--- config.mk ---
export PLATFORM = sky130hd
export DESIGN_NAME = ata_strobe_timer
export DESIGN_NICKNAME = d
export VERILOG_FILES = /design/src/rtl/ata_strobe_pkg.sv /design/src/rtl/ata_timing_regs.sv /design/src/rtl/ata_phase_pick.sv /design/src/rtl/ata_phase_seq.sv /design/src/rtl/ata_strobe_timer.sv
export SDC_FILE = /design/constraint.sdc
export NUM_CORES = 1
export LEC_CHECK = 0
export BUFFER_PORTS_ARGS = -buffer_cell sky130_fd_sc_hd__buf_4
export CORE_ASPECT_RATIO = 1.75
export CORE_MARGIN = 2
export CORE_UTILIZATION = 54
export CTS_BUF_LIST = sky130_fd_sc_hd__clkbuf_8
export DETAILED_ROUTE_END_ITERATION = 8
export PLACE_DENSITY = 0.82
export SETUP_SLACK_MARGIN = 0.05
export SYNTH_ARGS = -nofsm -noshare
export SYNTH_HDL_FRONTEND = slang
export SYNTH_SLANG_ARGS = --single-unit
--- constraint.sdc ---
create_clock -name clk -period 4.3 [get_ports clk]
set_input_delay 1.29 -clock clk [delete_from_list [all_inputs] [get_ports clk]]
set_output_delay 1.29 -clock clk [all_outputs]
set_load 0.05 [all_outputs]
--- src/rtl/ata_strobe_pkg.sv ---
package ata_strobe_pkg;

  localparam int WORD_W = 32;

  // Merge class carried by a configuration write.
  typedef enum logic [1:0] {
    CFG_PIO   = 2'd0,
    CFG_MWDMA = 2'd1,
    CFG_UDMA  = 2'd2,
    CFG_HOLD  = 2'd3
  } cfg_class_e;

  typedef enum logic [2:0] {
    PH_IDLE  = 3'd0,
    PH_SETUP = 3'd1,
    PH_ACT   = 3'd2,
    PH_INACT = 3'd3,
    PH_DONE  = 3'd4
  } phase_e;

  // Counts selected for one request.
  typedef struct packed {
    logic [2:0] setup;
    logic [3:0] act;
    logic [3:0] inact;
  } phase_cnt_t;

  // Bits 31:30 never survive a write.
  localparam logic [WORD_W-1:0] TOP_CLEAR = 32'h3FFF_FFFF;

  function automatic logic [WORD_W-1:0] class_mask(input cfg_class_e c);
    case (c)
      CFG_PIO:   class_mask = 32'hC1F8_FFFF;
      CFG_MWDMA: class_mask = 32'h3038_00FF;
      CFG_UDMA:  class_mask = 32'h3007_0000;
      default:   class_mask = 32'h0000_0000;
    endcase
  endfunction

endpackage

--- src/rtl/ata_timing_regs.sv ---
module ata_timing_regs
  import ata_strobe_pkg::*;
#(
  parameter int              ADDR_W = 8,
  parameter logic [ADDR_W-1:0] BASE = 8'h40,
  parameter int              NDEV   = 2
) (
  input  logic                     clk,
  input  logic                     rst_n,
  input  logic                     cfg_we,
  input  logic [ADDR_W-1:0]        cfg_addr,
  input  logic [1:0]               cfg_mode,
  input  logic [WORD_W-1:0]        cfg_wdata,
  output logic [WORD_W-1:0]        cfg_rdata,
  output logic [NDEV*WORD_W-1:0]   words
);

  localparam int DEV_W = (NDEV > 1) ? $clog2(NDEV) : 1;
  localparam int HI_LO = 2 + DEV_W;

  logic [DEV_W-1:0]   dev_idx;
  logic               addr_hit;
  logic [WORD_W-1:0]  mask;

  assign dev_idx  = cfg_addr[2 +: DEV_W];
  assign addr_hit = (cfg_addr[1:0] == 2'b00) &&
                    (cfg_addr[ADDR_W-1:HI_LO] == BASE[ADDR_W-1:HI_LO]) &&
                    (int'(dev_idx) < NDEV);
  assign mask     = class_mask(cfg_class_e'(cfg_mode));

  for (genvar g = 0; g < NDEV; g++) begin : g_word
    logic [WORD_W-1:0] word_q, word_d;
    logic              word_en;

    assign word_en = cfg_we && addr_hit && (dev_idx == DEV_W'(g));

    always_comb begin
      word_d = ((word_q & ~mask) | (cfg_wdata & mask)) & TOP_CLEAR;
    end

    always_ff @(posedge clk or negedge rst_n) begin
      if (!rst_n) begin
        word_q <= '0;
      end else if (word_en) begin
        word_q <= word_d;
      end
    end

    assign words[g*WORD_W +: WORD_W] = word_q;
  end

  always_comb begin
    cfg_rdata = '0;
    for (int k = 0; k < NDEV; k++) begin
      if (addr_hit && (dev_idx == DEV_W'(k))) begin
        cfg_rdata = words[k*WORD_W +: WORD_W];
      end
    end
  end

endmodule

--- src/rtl/ata_phase_pick.sv ---
module ata_phase_pick
  import ata_strobe_pkg::*;
(
  input  logic [15:0] strobe_bits,
  input  logic [5:0]  setup_bits,
  input  logic        taskfile,
  output phase_cnt_t  cnt
);

  // setup_bits holds word bits 24:19; strobe_bits holds word bits 15:0.
  always_comb begin
    if (taskfile) begin
      cnt.setup = setup_bits[5:3];
      cnt.act   = strobe_bits[15:12];
      cnt.inact = strobe_bits[11:8];
    end else begin
      cnt.setup = setup_bits[2:0];
      cnt.act   = strobe_bits[7:4];
      cnt.inact = strobe_bits[3:0];
    end
  end

endmodule

--- src/rtl/ata_phase_seq.sv ---
module ata_phase_seq
  import ata_strobe_pkg::*;
#(
  parameter int LEN_W  = 8,
  parameter int DATA_W = 16
) (
  input  logic              clk,
  input  logic              rst_n,
  input  logic              req_valid,
  input  logic              req_write,
  input  logic [LEN_W-1:0]  req_len,
  input  phase_cnt_t        cnt_in,
  input  logic [DATA_W-1:0] wr_data,
  input  logic [DATA_W-1:0] rd_bus,
  output logic [DATA_W-1:0] dd_out,
  output logic              dd_oe,
  output logic              dior_n,
  output logic              diow_n,
  output logic [DATA_W-1:0] rd_data,
  output logic              rd_valid,
  output logic              busy,
  output logic              done
);

  localparam int CNT_W = 4;

  phase_e             st_q, st_d;
  logic [CNT_W-1:0]   cnt_q, cnt_d;
  logic [LEN_W-1:0]   left_q, left_d;
  logic [3:0]         act_q, act_d, ina_q, ina_d;
  logic               wr_q, wr_d;

  logic               ent_act, load_wd, capture;
  logic               rd_n_d, wr_n_d, oe_d;

  // Next-state logic
  always_comb begin
    st_d   = st_q;
    cnt_d  = cnt_q;
    left_d = left_q;
    act_d  = act_q;
    ina_d  = ina_q;
    wr_d   = wr_q;
    case (st_q)
      PH_IDLE: begin
        if (req_valid) begin
          wr_d   = req_write;
          act_d  = cnt_in.act;
          ina_d  = cnt_in.inact;
          left_d = req_len;
          if (req_len == '0) begin
            st_d = PH_DONE;
          end else if (cnt_in.setup != 3'd0) begin
            st_d  = PH_SETUP;
            cnt_d = {1'b0, cnt_in.setup} - 4'd1;
          end else begin
            st_d  = PH_ACT;
            cnt_d = cnt_in.act;
          end
        end
      end
      PH_SETUP: begin
        if (cnt_q == '0) begin
          st_d  = PH_ACT;
          cnt_d = act_q;
        end else begin
          cnt_d = cnt_q - 1'b1;
        end
      end
      PH_ACT: begin
        if (cnt_q == '0) begin
          st_d  = PH_INACT;
          cnt_d = ina_q;
        end else begin
          cnt_d = cnt_q - 1'b1;
        end
      end
      PH_INACT: begin
        if (cnt_q == '0) begin
          if (left_q == LEN_W'(1)) begin
            st_d = PH_DONE;
          end else begin
            st_d   = PH_ACT;
            cnt_d  = act_q;
            left_d = left_q - 1'b1;
          end
        end else begin
          cnt_d = cnt_q - 1'b1;
        end
      end
      PH_DONE: st_d = PH_IDLE;
      default: st_d = PH_IDLE;
    endcase
  end

  // Output next values, registered so the strobes never glitch.
  always_comb begin
    ent_act = (st_d == PH_ACT);
    load_wd = ent_act && (st_q != PH_ACT) && wr_d;
    capture = (st_q == PH_ACT) && (cnt_q == '0) && !wr_q;
    rd_n_d  = !(ent_act && !wr_d);
    wr_n_d  = !(ent_act && wr_d);
    oe_d    = ent_act && wr_d;
  end

  always_ff @(posedge clk or negedge rst_n) begin
    if (!rst_n) begin
      st_q   <= PH_IDLE;
      cnt_q  <= '0;
      left_q <= '0;
      act_q  <= '0;
      ina_q  <= '0;
      wr_q   <= 1'b0;
      dior_n <= 1'b1;
      diow_n <= 1'b1;
      dd_oe  <= 1'b0;
    end else begin
      st_q   <= st_d;
      cnt_q  <= cnt_d;
      left_q <= left_d;
      act_q  <= act_d;
      ina_q  <= ina_d;
      wr_q   <= wr_d;
      dior_n <= rd_n_d;
      diow_n <= wr_n_d;
      dd_oe  <= oe_d;
    end
  end

  always_ff @(posedge clk or negedge rst_n) begin
    if (!rst_n) begin
      dd_out <= '0;
    end else if (load_wd) begin
      dd_out <= wr_data;
    end
  end

  always_ff @(posedge clk or negedge rst_n) begin
    if (!rst_n) begin
      rd_data <= '0;
    end else if (capture) begin
      rd_data <= rd_bus;
    end
  end

  always_ff @(posedge clk or negedge rst_n) begin
    if (!rst_n) begin
      rd_valid <= 1'b0;
    end else begin
      rd_valid <= capture;
    end
  end

  assign busy = (st_q != PH_IDLE);
  assign done = (st_q == PH_DONE);

endmodule

--- src/rtl/ata_strobe_timer.sv ---
module ata_strobe_timer
  import ata_strobe_pkg::*;
#(
  parameter int                ADDR_W = 8,
  parameter logic [ADDR_W-1:0] BASE   = 8'h40,
  parameter int                LEN_W  = 8,
  parameter int                DATA_W = 16
) (
  input  logic              clk,
  input  logic              rst_n,
  input  logic              cfg_we,
  input  logic [ADDR_W-1:0] cfg_addr,
  input  logic [1:0]        cfg_mode,
  input  logic [31:0]       cfg_wdata,
  output logic [31:0]       cfg_rdata,
  input  logic              req_valid,
  input  logic              req_dev,
  input  logic              req_write,
  input  logic              req_taskfile,
  input  logic [LEN_W-1:0]  req_len,
  input  logic [DATA_W-1:0] wr_data,
  input  logic [DATA_W-1:0] rd_bus,
  output logic [DATA_W-1:0] dd_out,
  output logic              dd_oe,
  output logic              dior_n,
  output logic              diow_n,
  output logic [DATA_W-1:0] rd_data,
  output logic              rd_valid,
  output logic              busy,
  output logic              done
);

  localparam int NDEV = 2;

  logic [NDEV*WORD_W-1:0] words;
  logic [WORD_W-1:0]      sel_word;
  phase_cnt_t             cnt_sel;

  ata_timing_regs #(
    .ADDR_W (ADDR_W),
    .BASE   (BASE),
    .NDEV   (NDEV)
  ) u_regs (
    .clk       (clk),
    .rst_n     (rst_n),
    .cfg_we    (cfg_we),
    .cfg_addr  (cfg_addr),
    .cfg_mode  (cfg_mode),
    .cfg_wdata (cfg_wdata),
    .cfg_rdata (cfg_rdata),
    .words     (words)
  );

  assign sel_word = words[req_dev*WORD_W +: WORD_W];

  ata_phase_pick u_pick (
    .strobe_bits (sel_word[15:0]),
    .setup_bits  (sel_word[24:19]),
    .taskfile    (req_taskfile),
    .cnt         (cnt_sel)
  );

  ata_phase_seq #(
    .LEN_W  (LEN_W),
    .DATA_W (DATA_W)
  ) u_seq (
    .clk       (clk),
    .rst_n     (rst_n),
    .req_valid (req_valid),
    .req_write (req_write),
    .req_len   (req_len),
    .cnt_in    (cnt_sel),
    .wr_data   (wr_data),
    .rd_bus    (rd_bus),
    .dd_out    (dd_out),
    .dd_oe     (dd_oe),
    .dior_n    (dior_n),
    .diow_n    (diow_n),
    .rd_data   (rd_data),
    .rd_valid  (rd_valid),
    .busy      (busy),
    .done      (done)
  );

endmodule

# Yosys cells after proc, flatten, opt, wreduce, memory -nomap -nowiden
# Cells that the tools add are included.
# Widths: inputs -> output; s select.
# totals
register_bits	120
latchBits	0
ram_bits	0
mem_bits_ro	0
input_bits	89
out_inout_bits	70
word_cells	94
mem_count	0
# op_classes
n_addsub	3
n_mul	0
div_mod_pow	0
order_cmp	0
eq_ne	15
shifts	1
n_mux	26
bitwise	7
n_reduce_logical	28
# ops
cell	count
$and 30x30->30	3
$pmux 30 s3	1
$shiftx 64x7->25	1
$or 30x30->30	2
$mux 32	1
$mux 30	1
$not 30->30	1
$mux 4	7
$mux 8	3
$mux 3	6
$pmux 4 s4	1
$pmux 8 s2	1
$logic_and 1x1->1	12
$pmux 3 s4	1
$mux 11	1
$eq 3x2->1 const B	3
$eq 8x1->1 const B	1
$logic_not 8->1	1
$reduce_and 4->1	2
$sub 8x1->8 const B	1
$ne 2x2->1 const B	3
$reduce_bool 3->1	2
$eq 5x4->1 const B	1
$logic_not 1->1	4
18 further kinds	20

# Logic depth before layout (Yosys ltp)
# logic_depth
ltp_word	10
depth_mapped	11
depth_no_buf	9

# Hierarchy
# Synthesis repeated with hierarchy kept, for this count alone.
# hier_totals
hier_cells	525
area_unflattened_um2	6065.8
# modules_own_cells
mod	n_inst	cells_per_inst	area_each_um2	seq_area_each_um2
ata_phase_seq	1	277	2936.6	1503.9
ata_timing_regs	1	212	2686.3	1351.3
ata_strobe_timer	1	24	270.3	0.0
ata_phase_pick	1	12	172.7	0.0

# Worst setup path before layout
# No wires, ideal clock.
# synth_path
kind	input -> output
start	input cfg_addr[3]
end	output cfg_rdata[10]
arrival_ns	2.903
t_required_ns	3.010
slack_ns	0.107
path_stages	5
n_path_buf	2
path_cell_list	nor4b_1 -> and3_1 -> clkbuf_1 -> clkbuf_1 -> a22o_1
# synth_between
elab_chain_len	5
elab_cells_between_ends	6
cone_classes	eq/ne: 1; mux: 2; reduce/logical: 3
# synth_rtl
item	line	source
from (decl)	ata_strobe_timer.sv:12	input logic [ADDR_W-1:0] cfg_addr,
$eq 5x4->1 *	ata_timing_regs.sv:27	(cfg_addr[ADDR_W-1:HI_LO] == BASE[ADDR_W-1:HI_LO]) &&
$logic_and 1x1->1 *	ata_timing_regs.sv:26	assign addr_hit = (cfg_addr[1:0] == 2'b00) &&
$logic_and 1x1->1	ata_timing_regs.sv:55	if (addr_hit && (dev_idx == DEV_W'(k))) begin
$mux 30	ata_timing_regs.sv:55	
$mux 32 *	ata_timing_regs.sv:55	
to (decl)	ata_strobe_timer.sv:15	output logic [31:0] cfg_rdata,
# Mark *: on every way between the ends. The rest lies on a longest branch, timed or not.

# Worst setup path after layout
# layout_path
start	input cfg_addr[3]
end	output cfg_rdata[1]
# Same word-level chain as after synthesis.

==> flow_summary.html <==
<table>
<tr><th>Metric</th><th>Value</th></tr>
<tr><th colspan="2">Pwr</th></tr>
<tr><td>Max IR drop VDD</td><td>0.562 mV</td></tr>
<tr><td>Post-layout power</td><td>4.46 mW</td></tr>
<tr><td>Leakage power total</td><td>3.56 nW</td></tr>
<tr><td>Cell Pwr Density</td><td>613 mW/mm^2</td></tr>
<tr><th colspan="2">Critical path</th></tr>
<tr><td>Cell chain of the critical path</td><td>buf_4, nor4b_1, and3_1, buf_12, a22o_1, buf_4</td></tr>
<tr><td>Setup crit start kind</td><td>primary input</td></tr>
<tr><td>Crit path top cell by count</td><td>buf_4</td></tr>
<tr><td>Highest cell delay on the worst timing path</td><td>0.39 ns</td></tr>
<tr><td>Element type at the critical path end</td><td>output port</td></tr>
<tr><td>Worst EP required</td><td>3.01 ns</td></tr>
<tr><td>Cell with the largest stage delay on the worst path</td><td>nor4b_1</td></tr>
<tr><td>Kind of critical path</td><td>in -&gt; out</td></tr>
<tr><td>Largest fanout of any net on the critical path</td><td>31</td></tr>
<tr><td>Worst endpoint data arrival time</td><td>2.67 ns</td></tr>
<tr><td>Number of buffers and inverters on the critical path</td><td>3</td></tr>
<tr><td>Family of cells with the greatest summed delay on the critical path</td><td>simple AND/OR/NAND/NOR gates</td></tr>
<tr><th colspan="2">Outcome</th></tr>
<tr><td>Outcome</td><td>finished clean</td></tr>
<tr><th colspan="2">Routing</th></tr>
<tr><td>Total number of vias</td><td>4194</td></tr>
<tr><td>DRC violations left</td><td>0</td></tr>
<tr><td>Drt initial violations</td><td>226</td></tr>
<tr><td>Count of TritonRoute iterations in the first routing pass</td><td>4</td></tr>
<tr><td>Drt via density</td><td>5.71</td></tr>
<tr><td>Drt total wl</td><td>13.2 mm</td></tr>
<tr><td>Antenna viol nets, final</td><td>0</td></tr>
<tr><td>Routed WL per cell</td><td>17.9 um</td></tr>
<tr><th colspan="2">Synth</th></tr>
<tr><td>Number of instances in the synthesized netlist</td><td>443</td></tr>
<tr><td>Share of the synthesized area in the top cell type</td><td>49.8%</td></tr>
<tr><td>Number of synthesized flops with an enable pin</td><td>0</td></tr>
<tr><td>Main area contributors after synthesis</td><td>dfrtp_1 50%, mux2_2 16%, mux4_2 4.4%</td></tr>
<tr><td>Share of async-settable or async-resettable flops after synthesis</td><td>100%</td></tr>
<tr><td>Post-synth top area cell</td><td>dfrtp_1</td></tr>
<tr><td>Yosys warns</td><td>0</td></tr>
<tr><td>Avg Inst Size Synth</td><td>12.7 sq um</td></tr>
<tr><td>Number of different library cells in the post-synthesis netlist</td><td>55</td></tr>
<tr><td>Library cell with the highest instance count after synthesis</td><td>dfrtp_1</td></tr>
<tr><td>Combined area of all synthesized cells</td><td>0.00562 sq mm</td></tr>
<tr><td>Sequential area share after synthesis</td><td>50.8%</td></tr>
<tr><td>Register bit count reported by yosys</td><td>114</td></tr>
<tr><td>Commonest cells in the synthesized netlist</td><td>112 x dfrtp_1, 80 x mux2_2, 33 x nand2_1</td></tr>
<tr><td>Post-synth top flop</td><td>dfrtp_1</td></tr>
<tr><th colspan="2">STA</th></tr>
<tr><td>Maximum frequency from static timing analysis</td><td>0.253 GHz</td></tr>
<tr><td>Number of endpoints with negative hold slack in the final report</td><td>0</td></tr>
<tr><td>Total count of max-transition violations in the final report</td><td>0</td></tr>
<tr><td>Largest clock skew in the final design</td><td>0.0106 ns</td></tr>
<tr><td>Final Worst Setup Slack</td><td>0.343 ns</td></tr>
<tr><td>Final setup violation count</td><td>0</td></tr>
<tr><td>Min cycle time layout</td><td>3.96 ns</td></tr>
<tr><td>Fraction of the cycle the final worst path needs</td><td>92.0%</td></tr>
<tr><td>Slew at the pin closest to its max-slew limit</td><td>1.05 ns</td></tr>
<tr><td>Final-layout setup total negative slack</td><td>0 ns</td></tr>
<tr><td>Relative slew slack</td><td>30.0%</td></tr>
<tr><td>Worst hold margin</td><td>0.489 ns</td></tr>
<tr><td>Setup repair after global routing missed its margin</td><td>no</td></tr>
<tr><th colspan="2">Placement</th></tr>
<tr><td>HPWL after detailed placement</td><td>9.73 mm</td></tr>
<tr><td>Pre-CTS WS</td><td>0.342 ns</td></tr>
<tr><td>Count of input and output buffers</td><td>148</td></tr>
<tr><td>Final weighted congestion in routability-driven placement</td><td>0.859</td></tr>
<tr><td>Cell total after placement</td><td>703</td></tr>
<tr><th colspan="2">CTS</th></tr>
<tr><td>Clock-pin slew reported for the worst setup and hold paths after clock tree synthesis</td><td>0.06 ns</td></tr>
<tr><td>Hold buffer count at cts</td><td>0</td></tr>
<tr><td>Clock network latency to the later pin of the worst-skew pair</td><td>0.44 ns</td></tr>
<tr><td>CTS HTree Levels</td><td>4</td></tr>
<tr><td>Postcts setup bufs</td><td>0</td></tr>
<tr><td>Clk root buf</td><td>clkbuf_8</td></tr>
<tr><td>Number of buffers created by CTS</td><td>17</td></tr>
<tr><td>Clock net sink count</td><td>114</td></tr>
<tr><td>Clock Path Buffers</td><td>2</td></tr>
<tr><td>Number of gates resized after CTS</td><td>0</td></tr>
<tr><td>CTS tree</td><td>done</td></tr>
<tr><th colspan="2">Min path</th></tr>
<tr><td>Tightest Hold Check Type</td><td>reg -&gt; reg</td></tr>
<tr><th colspan="2">Floorplanning</th></tr>
<tr><td>Area of the die</td><td>0.0113 sq mm</td></tr>
<tr><td>Area of the placeable core</td><td>0.0102 sq mm</td></tr>
<tr><td>Initial cell density of the core</td><td>54.9%</td></tr>
<tr><td>Placement row count</td><td>49</td></tr>
<tr><td>I/O Pins</td><td>159</td></tr>
<tr><td>Width of the die</td><td>81.1 um</td></tr>
<tr><td>Die Span Y</td><td>139 um</td></tr>
<tr><th colspan="2">Finish</th></tr>
<tr><td>Growth of design area from synthesis to finish</td><td>29.3%</td></tr>
<tr><td>Antenna diode count</td><td>0</td></tr>
<tr><td>Fraction of layout instances using a drive strength above 1</td><td>50.0%</td></tr>
<tr><td>Count of fill cells added during filler insertion</td><td>732</td></tr>
<tr><td>Non-filler cells, final</td><td>735</td></tr>
<tr><td>Nets@finish</td><td>695</td></tr>
<tr><th colspan="2">Global route</th></tr>
<tr><td>Wire length of the first global-routing pass</td><td>21.4 mm</td></tr>
<tr><td>Total GRT Usage</td><td>24.9%</td></tr>
<tr><td>Number of antenna violations at the first check in global routing</td><td>0</td></tr>
<tr><td>Via count of the first global-routing pass</td><td>4463</td></tr>
<tr><td>Aggregate global routing overflow</td><td>0</td></tr>
<tr><td>Largest net degree at the start of global routing</td><td>87</td></tr>
<tr><th colspan="2">Job</th></tr>
<tr><td>Number of maximum-capacitance violations</td><td>0</td></tr>
</table>
==> cell usage in the layout, fill, tap and decap left out, types with 4 or more instances in the layout <==
cell / n
nand3_1: 7
mux2_2: 80
conb_1: 5
a22o_1: 28
nor2_1: 17
mux4_2: 11
or3_1: 4
dfrtp_1: 112
ha_1: 11
inv_1: 18
mux2_4: 10
and3_1: 6
nand2_1: 33
a21oi_1: 11
nor3_1: 4
buf_4: 157
o21ai_0: 12
clkinvlp_4: 4
clkbuf_8: 18
==> layer usage <==
metal / share of wire [%] / vias to the layer above / routed length [um] / global-route usage [%]
met5: 0 / - / 0 / 0
met4: 3.2 / 0 / 420 / 11.7
met3: 5.2 / 36 / 684 / 6.32
met2: 56 / 144 / 7400 / 44.5
met1: 36 / 2094 / 4690 / 26.5
li1: - / 1920 / - / -
==> where the power goes <==
group / internal, mW / switching (mW)
combinational: 0.738 / 1.17
clock: 0.585 / 0.451
sequential: 1.33 / 0.182
total: 2.66 / 1.80
==> final cells by class <==
type / count / area [sq um] / share of cell area, %
sequential: 114 / 2860 / 39.3
clock inverter: 14 / 164 / 2.25
timing repair buffer: 159 / 1220 / 16.8
clock buffer: 18 / 248 / 3.41
inverter: 16 / 60.1 / 0.826
multi-input combinational: 287 / 2570 / 35.3
tap: 127 / 159 / 2.18
==> kinds of logic after synthesis <==
logic type,share of synthesized area [%]
fa+ha+maj,2.45
other cells,0.0667
compound gates,10.2
xor+xnor,0.156
simple gates,8.63
buf+inv,4.09
flops,50.8
mux,23.6
==> final timing paths <==
kind	startpoint	slack [ns]	cells past startpoint	to
max in group asynchronous	rst_n	2.40	2	u_seq.rd_data[2]$_DFFE_PN0P_
max	cfg_addr[3]	0.34	6	cfg_rdata[1]
min reg2reg	u_seq.act_q[0]$_DFFE_PN0P_	0.49	2	u_seq.act_q[0]$_DFFE_PN0P_
min in group asynchronous	rst_n	1.02	1	u_seq.left_q[4]$_DFFE_PN0P_
max reg2reg	register	1.62	9	u_seq.dd_out[1]$_DFFE_PN0P_
min	u_seq.act_q[0]$_DFFE_PN0P_	0.49	2	u_seq.act_q[0]$_DFFE_PN0P_
==> worst register-to-register path: cells and delay by family, from the launching register on <==
kind                       cells  cell delay, ns
DFF                            1            0.39
AOI/OAI and AO/OA              1            0.23
muxes                          2            0.87
and+or+nand+nor                1            0.20
buffers and inverters          3            0.45
adders and majority gates      2            0.42
==> metrics by stage <==
step	utilization (%)	cell area, sq um
floorplan	-	5640
global placement	67.0	6860
detailed placement	67.0	6860
CTS	71.0	7270
global route	71.0	7270
finish	71.0	7270
(Power assumes the default switching activity.)
